$ cat src/rtl/wbb_pkg.sv
package wbb_pkg;

   // Width of a counter able to hold the values 0 .. n.
   function automatic int unsigned wbb_cnt_bits(input int unsigned n);
      return (n < 1) ? 1 : $clog2(n + 1);
   endfunction

   // Width of an index into n slots.
   function automatic int unsigned wbb_idx_bits(input int unsigned n);
      return (n < 2) ? 1 : $clog2(n);
   endfunction

endpackage

$ cat src/rtl/wbb_ring.sv
module wbb_ring
   import wbb_pkg::*;
#(
   parameter int unsigned DEPTH  = 8,
   parameter int unsigned ADDR_W = 32,
   parameter int unsigned DATA_W = 64,
   localparam int unsigned PTR_W = wbb_idx_bits(DEPTH),
   localparam int unsigned CNT_W = wbb_cnt_bits(DEPTH)
)(
   input  logic                          clk,
   input  logic                          rst_n,
   input  logic                          push,
   input  logic [ADDR_W-1:0]             push_addr,
   input  logic [DATA_W-1:0]             push_data,
   input  logic                          pop,
   output logic [DEPTH-1:0][ADDR_W-1:0]  slot_addr,
   output logic [DEPTH-1:0][DATA_W-1:0]  slot_data,
   output logic [PTR_W-1:0]              head,
   output logic [CNT_W-1:0]              fill,
   output logic                          full,
   output logic                          empty
);

   logic [PTR_W-1:0] tail;

   always_ff @(posedge clk or negedge rst_n) begin
      if (!rst_n) begin
         head <= '0;
         tail <= '0;
         fill <= '0;
      end else begin
         if (push) tail <= tail + PTR_W'(1);
         if (pop)  head <= head + PTR_W'(1);
         case ({push, pop})
            2'b10:   fill <= fill + CNT_W'(1);
            2'b01:   fill <= fill - CNT_W'(1);
            default: fill <= fill;
         endcase
      end
   end

   // Payload storage carries no reset: a slot is only read while resident.
   always_ff @(posedge clk) begin
      if (push) begin
         slot_addr[tail] <= push_addr;
         slot_data[tail] <= push_data;
      end
   end

   assign full  = (fill == CNT_W'(DEPTH));
   assign empty = (fill == '0);

   // the owner must never push into a full ring unless a slot frees.
   p_no_overflow_r3: assert property (@(posedge clk) disable iff (!rst_n)
      (full && !pop) |-> !push);

   // a release is only ever requested for a resident entry.
   p_no_underflow_r6: assert property (@(posedge clk) disable iff (!rst_n)
      empty |-> !pop);

   // simultaneous push and pop leaves the occupancy alone.
   p_fill_kept_r10: assert property (@(posedge clk) disable iff (!rst_n)
      (push && pop) |=> $stable(fill));

endmodule

$ cat src/rtl/wbb_youngest_hit.sv
module wbb_youngest_hit
   import wbb_pkg::*;
#(
   parameter int unsigned DEPTH  = 8,
   parameter int unsigned ADDR_W = 32,
   parameter int unsigned DATA_W = 64,
   localparam int unsigned PTR_W = wbb_idx_bits(DEPTH),
   localparam int unsigned CNT_W = wbb_cnt_bits(DEPTH)
)(
   input  logic [DEPTH-1:0][ADDR_W-1:0]  slot_addr,
   input  logic [DEPTH-1:0][DATA_W-1:0]  slot_data,
   input  logic [PTR_W-1:0]              head,
   input  logic [CNT_W-1:0]              fill,
   input  logic [ADDR_W-1:0]             probe_addr,
   output logic                          hit,
   output logic [DATA_W-1:0]             hit_data
);

   // Per-slot compare, qualified by residency (slot age below occupancy).
   logic [DEPTH-1:0] slot_match;

   for (genvar i = 0; i < DEPTH; i++) begin : g_slot
      logic [PTR_W-1:0] age;
      assign age           = PTR_W'(i) - head;
      assign slot_match[i] = (CNT_W'(age) < fill) && (slot_addr[i] == probe_addr);
   end

   // Walk from oldest to youngest; the last match seen wins.
   always_comb begin
      hit      = 1'b0;
      hit_data = '0;
      for (int k = 0; k < DEPTH; k++) begin
         logic [PTR_W-1:0] idx;
         idx = head + PTR_W'(k);
         if (slot_match[idx]) begin
            hit      = 1'b1;
            hit_data = slot_data[idx];
         end
      end
   end

endmodule

$ cat src/rtl/wb_store_buffer.sv
module wb_store_buffer
   import wbb_pkg::*;
#(
   parameter int unsigned DEPTH  = 8,
   parameter int unsigned ADDR_W = 32,
   parameter int unsigned DATA_W = 64
)(
   input  logic               clk,
   input  logic               rst_n,
   input  logic               st_valid,
   input  logic [ADDR_W-1:0]  st_addr,
   input  logic [DATA_W-1:0]  st_data,
   output logic               st_full,
   output logic               wr_req,
   output logic [ADDR_W-1:0]  wr_addr,
   output logic [DATA_W-1:0]  wr_data,
   input  logic               wr_ack,
   input  logic [ADDR_W-1:0]  ld_addr,
   output logic               ld_hit,
   output logic [DATA_W-1:0]  ld_data
);

   localparam int unsigned PTR_W = wbb_idx_bits(DEPTH);
   localparam int unsigned CNT_W = wbb_cnt_bits(DEPTH);

   // Elaboration checks: the ring wraps by truncation, so depth is a power of two.
   if (DEPTH < 2 || (DEPTH & (DEPTH - 1)) != 0) begin : g_bad_depth
      $error("wb_store_buffer: DEPTH must be a power of two, at least 2");
   end
   if (ADDR_W < 1 || DATA_W < 1) begin : g_bad_width
      $error("wb_store_buffer: ADDR_W and DATA_W must be non-zero");
   end

   logic [DEPTH-1:0][ADDR_W-1:0] slot_addr;
   logic [DEPTH-1:0][DATA_W-1:0] slot_data;
   logic [PTR_W-1:0]             head;
   logic [CNT_W-1:0]             fill;
   logic                         full, empty;
   logic                         accept, release_slot;

   assign accept       = st_valid && !full;
   assign release_slot = wr_req && wr_ack;

   wbb_ring #(.DEPTH(DEPTH), .ADDR_W(ADDR_W), .DATA_W(DATA_W)) u_ring (
      .clk       (clk),
      .rst_n     (rst_n),
      .push      (accept),
      .push_addr (st_addr),
      .push_data (st_data),
      .pop       (release_slot),
      .slot_addr (slot_addr),
      .slot_data (slot_data),
      .head      (head),
      .fill      (fill),
      .full      (full),
      .empty     (empty)
   );

   wbb_youngest_hit #(.DEPTH(DEPTH), .ADDR_W(ADDR_W), .DATA_W(DATA_W)) u_hit (
      .slot_addr  (slot_addr),
      .slot_data  (slot_data),
      .head       (head),
      .fill       (fill),
      .probe_addr (ld_addr),
      .hit        (ld_hit),
      .hit_data   (ld_data)
   );

   assign st_full = full;
   assign wr_req  = !empty;
   assign wr_addr = slot_addr[head];
   assign wr_data = slot_data[head];

   // an unacknowledged write request holds still.
   p_hold_req_r5: assert property (@(posedge clk) disable iff (!rst_n)
      (wr_req && !wr_ack) |=> (wr_req && $stable(wr_addr) && $stable(wr_data)));

   // a store into an empty buffer is the next write presented.
   p_enq_to_empty_r2: assert property (@(posedge clk) disable iff (!rst_n)
      (!wr_req && st_valid) |=> (wr_req && wr_addr == $past(st_addr)
                                  && wr_data == $past(st_data)));

   // draining a full buffer clears the stall next cycle.
   p_full_drop_r6: assert property (@(posedge clk) disable iff (!rst_n)
      (st_full && wr_req && wr_ack) |=> !st_full);

   // nothing resident means no lookup can hit.
   p_no_hit_empty_r8: assert property (@(posedge clk) disable iff (!rst_n)
      !wr_req |-> !ld_hit);

   // releasing the only entry with no new store empties the buffer.
   p_last_out_r4: assert property (@(posedge clk) disable iff (!rst_n)
      (release_slot && fill == CNT_W'(1) && !st_valid) |=> !wr_req);

endmodule

$ cat config.mk
export PLATFORM = sky130hd
export DESIGN_NAME = wb_store_buffer
export DESIGN_NICKNAME = d
export VERILOG_FILES = /design/src/rtl/wbb_pkg.sv /design/src/rtl/wbb_ring.sv /design/src/rtl/wbb_youngest_hit.sv /design/src/rtl/wb_store_buffer.sv
export SDC_FILE = /design/constraint.sdc
export NUM_CORES = 2
export LEC_CHECK = 0
export BUFFER_PORTS_ARGS = -buffer_cell sky130_fd_sc_hd__buf_4
export CAP_MARGIN = 10
export CORE_ASPECT_RATIO = 1.75
export CORE_MARGIN = 4
export CORE_UTILIZATION = 51
export CTS_BUF_LIST = sky130_fd_sc_hd__clkbuf_8
export DETAILED_ROUTE_END_ITERATION = 10
export PLACE_DENSITY_LB_ADDON = 0.2
export SYNTH_ARGS = -nofsm -noshare
export SYNTH_HDL_FRONTEND = slang
export SYNTH_HIERARCHICAL = 1
export SYNTH_SLANG_ARGS = --single-unit
$ cat constraint.sdc
create_clock -name clk -period 9 [get_ports clk]
set_input_delay 0.9 -clock clk [delete_from_list [all_inputs] [get_ports clk]]
set_output_delay 0.9 -clock clk [all_outputs]
set_load 0.05 [all_outputs]
* Yosys cells after proc, flatten, opt, wreduce, memory -nomap -nowiden *
Index checks and enable logic that the tools add are counted.

word-level totals
  bits in registers = 778
  word-level logic and storage cells = 138
  output and inout bits = 163
  input port bits = 132

operators by class
  equal/unequal tests = 11
  muxes and demuxes = 57
  $add $sub $neg = 18
  order comparisons = 18
  reductions and logical operators = 15

operators by type and width
  operator                                                                      count
  64-bit binary-select mux with 3-bit select                                    8
  64-bit 2-to-1 mux                                                             17
  512-bit bitwise mux                                                           1
  256-bit bitwise mux                                                           1
  32-bit == test                                                                8
  64-bit demux with 3-bit select                                                1
  32-bit binary-select mux with 3-bit select                                    1
  32-bit demux with 3-bit select                                                1
  32-bit 2-to-1 mux                                                             2
  3-bit by 4-bit less-than comparator with 1-bit output, second input constant  9
  3-bit by 4-bit less-than comparator with 1-bit output                         8
  1-bit binary-select mux with 3-bit select                                     8
  1-bit 2-to-1 mux                                                              16
  3-bit adder, second input constant                                            4
  3-bit subtractor, first input constant                                        4
  1-bit logical AND                                                             11
  4-bit one-hot mux with 2 select lines                                         1
  3-bit by 1-bit adder with 3-bit output, second input constant                 2
  3-bit by 2-bit adder with 3-bit output, second input constant                 2
  1-bit by 3-bit subtractor with 3-bit output, first input constant             2
  2-bit by 3-bit subtractor with 3-bit output, first input constant             2
  4-bit by 1-bit adder with 4-bit output, second input constant                 1
  4-bit == test, second input constant                                          1
  4-bit logical NOT                                                             1
  other kinds (6)                                                               7

* Longest topological paths before layout *
  depth in word-level cells = 13
  gate-level depth with buffers = 18
  depth with buffers taken out = 13

* By module *
The synthesis kept the hierarchy.

modules (own cells, without submodules)
  module            sequential area each (um^2)  area each (um^2)  instances  cells each
  wbb_youngest_hit  0.0                          25,485.7          1          3,090
  wbb_ring          23,312.4                     23,641.4          1          822
  wb_store_buffer   0.0                          5,779.3           1          345

* Worst setup path before layout *
OpenSTA, ideal clock, no wires.

  path type = input to register
  from = input port st_valid
  to = register u_ring/slot_addr[128] (netlist bit) (enable)
  data arrival time = 7.887 ns
  stages = 3
  setup time = 0.668 ns
  buffers on the path = 0
  required time = 8.332 ns
  slack = 0.445 ns
  cell sequence = nor2b_1 > nand2_1 > nor3_1

on the way
  word-level cells in the longest chain between the ends = 1

RTL lines
  element                        RTL line               text
  start, declared                wb_store_buffer.sv:10  input logic st_valid,
  1-bit logical AND              wb_store_buffer.sv:41  assign accept = st_valid && !full;
  end signal, assigned by index  wbb_ring.sv:45         slot_addr[tail] <= push_addr;
  end, declared                  wbb_ring.sv:16         output logic [DEPTH-1:0][ADDR_W-1:0] slot_addr,

No other way between the ends.
A chain may end at the register's enable or synchronous reset.

* Final worst setup path *
  from = register u_ring.head[1]
  to = output port ld_data[12]

on the way
  word-level cells in the longest chain between the ends = 13
  elaborated cells between the ends (all ways) = 71
  classes of those cells = add/sub: 15; order compare: 8; mux: 40; reduce/logical: 8

RTL lines
  element                                                                    RTL line                text
  start, declared                                                            wbb_ring.sv:18          output logic [PTR_W-1:0] head,
  start signal, assigned                                                     wbb_ring.sv:33          if (pop) head <= head + PTR_W'(1);
  1-bit by 3-bit subtractor with 3-bit output, or another cell as far along  wbb_youngest_hit.sv:24  assign age = PTR_W'(i) - head;
  3-bit by 4-bit less-than comparator with 1-bit output                      wbb_youngest_hit.sv:25  assign slot_match[i] = (CNT_W'(age) < fill) && (slot_addr[i] == probe_addr);
  1-bit logical AND                                                          wbb_youngest_hit.sv:25
  1-bit binary-select mux with 3-bit select                                  wbb_youngest_hit.sv:35  if (slot_match[idx]) begin
  1-bit 2-to-1 mux (not written as such)                                     wbb_youngest_hit.sv:35
  64-bit 2-to-1 mux (7 in a row)                                             wbb_youngest_hit.sv:35
  64-bit 2-to-1 mux *                                                        wbb_youngest_hit.sv:35
  end, declared                                                              wb_store_buffer.sv:20   output logic [DATA_W-1:0] ld_data

Every way passes the cells marked *; elsewhere a longest branch is shown, timed or not. The select of a mux whose other input is x is not followed.

==> flow_metrics.tcl <==
set metrics [dict create \
    chipHeight_um 442 \
    synthMuxAreaShare_pct 31.5 \
    fin_hold_ws_ps 289 \
    cts_tree "yes" \
    synthArstFlopShare_pct 1.29 \
    drtAntennaViolNets 0 \
    setup_slack_ps 447 \
    cts_max_path_buffers 3 \
    wl_mm 171 \
    ctsHoldBuffers 1 \
    first_pass_iters 9 \
    grt_pass1_wl_mm 253 \
    end_kind "output port" \
    cts_root_buf "clkbuf_8" \
    final_design_area_no_fill_um2 60300 \
    initial_core_util_pct 51.3 \
    status "finished, violations left" \
    ys_types 56 \
    hpwl_mm 103 \
    cts_setup_buffers 0 \
    synth_nets 4408 \
    synthSimpleGateAreaFrac_pct 10.5 \
    overflow 0 \
    synth_compound_area_share_pct 7.37 \
    cts_max_level 3 \
    area_delta_synth_final_pct 9.74 \
    cts_resized 0 \
    via_per_inst 6.95 \
    ys.flop_type "edfxtp_1" \
    vias 40400 \
    start_kind "register" \
    yosysTopAreaCell "edfxtp_1" \
    finalSetupViolCount 0 \
    grt_pass1_vias 41100 \
    drive_gt1_share_pct 32.5 \
    netlist_instances 4257 \
    yosys_warnings 6 \
    finClkSkew_ps 34.4 \
    clk_latency_ps 840 \
    slew_headroom_pct 22.8 \
    slew_violations 0 \
    synth-xor-area-share_pct 4.28 \
    max_freq_mhz 117 \
    synth_edf_count 768 \
    cp_max_fo 56 \
    cts_buffers 115 \
    port_buffers 294 \
    fin_crit_ps 8550 \
    nFillCells 8679 \
    grt.total_usage_pct 29.4 \
    drc 2 \
    ys_seq_area_share_pct 42.5 \
    cts.clk_slew.worst_paths_ps 70 \
    io_pins 295 \
    synth_top_area_share_pct 42.0 \
    path_class "reg -> out" \
    grt_antenna_before_repair 18 \
    synth_area_leaders "edfxtp_1 (42%), mux4_2 (29%), nand2_1 (5.3%)" \
    rsz0062_at_grt "false" \
    timing.final.crit_share_pct 95.0 \
    core_area_um2 107000 \
    synth_fa_ha_area_share_pct 0.433 \
    row_count 159 \
    place_area_um2 57800 \
    cts_num_sinks 778 \
    drt_iter0_markers 3603 \
    cp.required_ps 8100 \
    maxCapViolCount 0 \
    place.gp.congestion 0.845 \
    nets 4487 \
    synth_top_family_by_area "multiplexers" \
    die_width_um 256 \
    dieArea_um2 113000 \
    setup_tns_ps 0 \
    report.final.hold_viol_count 0 \
    pre_cts_slack_ps 1380 \
    worst_pin_slew_ps 1160 \
    syn_area_um2 54900 \
    wl_per_cell_um 29.3 \
    ys_seq_elements 778 \
    grt_max_degree 145 \
    syn_avg_cell_area_um2 12.9 \
    violations "DRC" \
    min_path_type "in -> reg" \
    critPathArrivalTime_ps 7650 \
]
==> cell families after synthesis <==
kind of cell | after synthesis
fa+ha+maj | 19
compound gates | 549
xor+xnor | 268
simple gates | 1397
buf+inv | 416
flops | 778
mux | 830
==> layout make-up <==
cell class / instances / area [um^2] / share of cell area, %
diodes: 12 / 30.0 / 0.0498
clock buffers: 115 / 1580 / 2.63
clock inverters: 102 / 792 / 1.31
inverters: 12 / 62.6 / 0.104
repair buffers: 366 / 2880 / 4.77
multi-input cells: 3063 / 29900 / 49.6
flip-flops and latches: 778 / 23300 / 38.7
well taps: 1368 / 1710 / 2.84
==> registers in the layout, indices dropped and copies added, names as in the netlist <==
register          count
u_ring/tail           3
u_ring/fill           4
u_ring/slot_addr    256
u_ring/slot_data    512
u_ring/head           3
==> cells in the mapped netlist, drive strengths merged, types with 62 or more instances <==
cell type,instances
nand2,773
edfxtp,768
mux4,710
nor2,393
xnor2,260
clkbuf,214
a21oi,196
buf,190
mux2,104
o211ai,66
nand3,64
nand4,64
a31o,62
==> placed cells by master (no fill, tap or decap), drive strengths merged, types with 52 or more instances in the layout <==
cell,Yosys,routed
nand2,773,773
edfxtp,768,768
mux4,710,710
nor2,393,393
buf,190,365
xnor2,260,260
a21oi,196,196
clkbuf,214,115
mux2,104,104
o211ai,66,66
nand4,64,64
nand3,64,64
a31o,62,62
a221o,61,61
and2,61,61
o221ai,58,58
a32oi,58,58
clkinv,4,52
==> critical path: stages (launching register included) <==
cell	delay (ps)
dfrtp_4	1000
clkinv_1	490
ha_4	870
clkinv_1	430
ha_1	370
a21o_1	160
a21oi_1	140
o211ai_1	180
mux4_2	560
nand2_1	150
o32a_2	740
buf_12	420
a211oi_1	100
o311a_1	340
a211oi_1	480
buf_4	310
==> per-layer routing <==
layer	part of all wire, %	GRT usage (%)	vias up
met5	0.043	0	-
met2	51	51.5	2287
met1	33	34.0	20500
li1	-	-	17000
met3	10	7.04	561
met4	5.3	14.5	12
==> path summary, 6_finish.rpt <==
path,startpoint,end,slack (ps),cells past startpoint
max in group asynchronous,rst_n,u_ring/head[0],8320,2
max,u_ring/head[1],ld_data[12],450,15
min,st_data[55],u_ring/slot_data[247],290,1
min reg2reg,u_ring/tail[2],u_ring/tail[2],490,1
min in group asynchronous,rst_n,u_ring/fill[3],510,2
max reg2reg,u_ring/fill[3],u_ring/slot_data[199],5260,6
==> metrics by stage <==
step                      std cells  utilization [%]
final                          5816             56.3
after global routing           5810             56.3
after CTS                      5804             56.3
after detailed placement       5586             54.0
after global placement         5586             54.0
after floorplan                4257                -
Power is not shown: default switching activity piles up to over one toggle a cycle in this logic, so the estimate is an artifact.
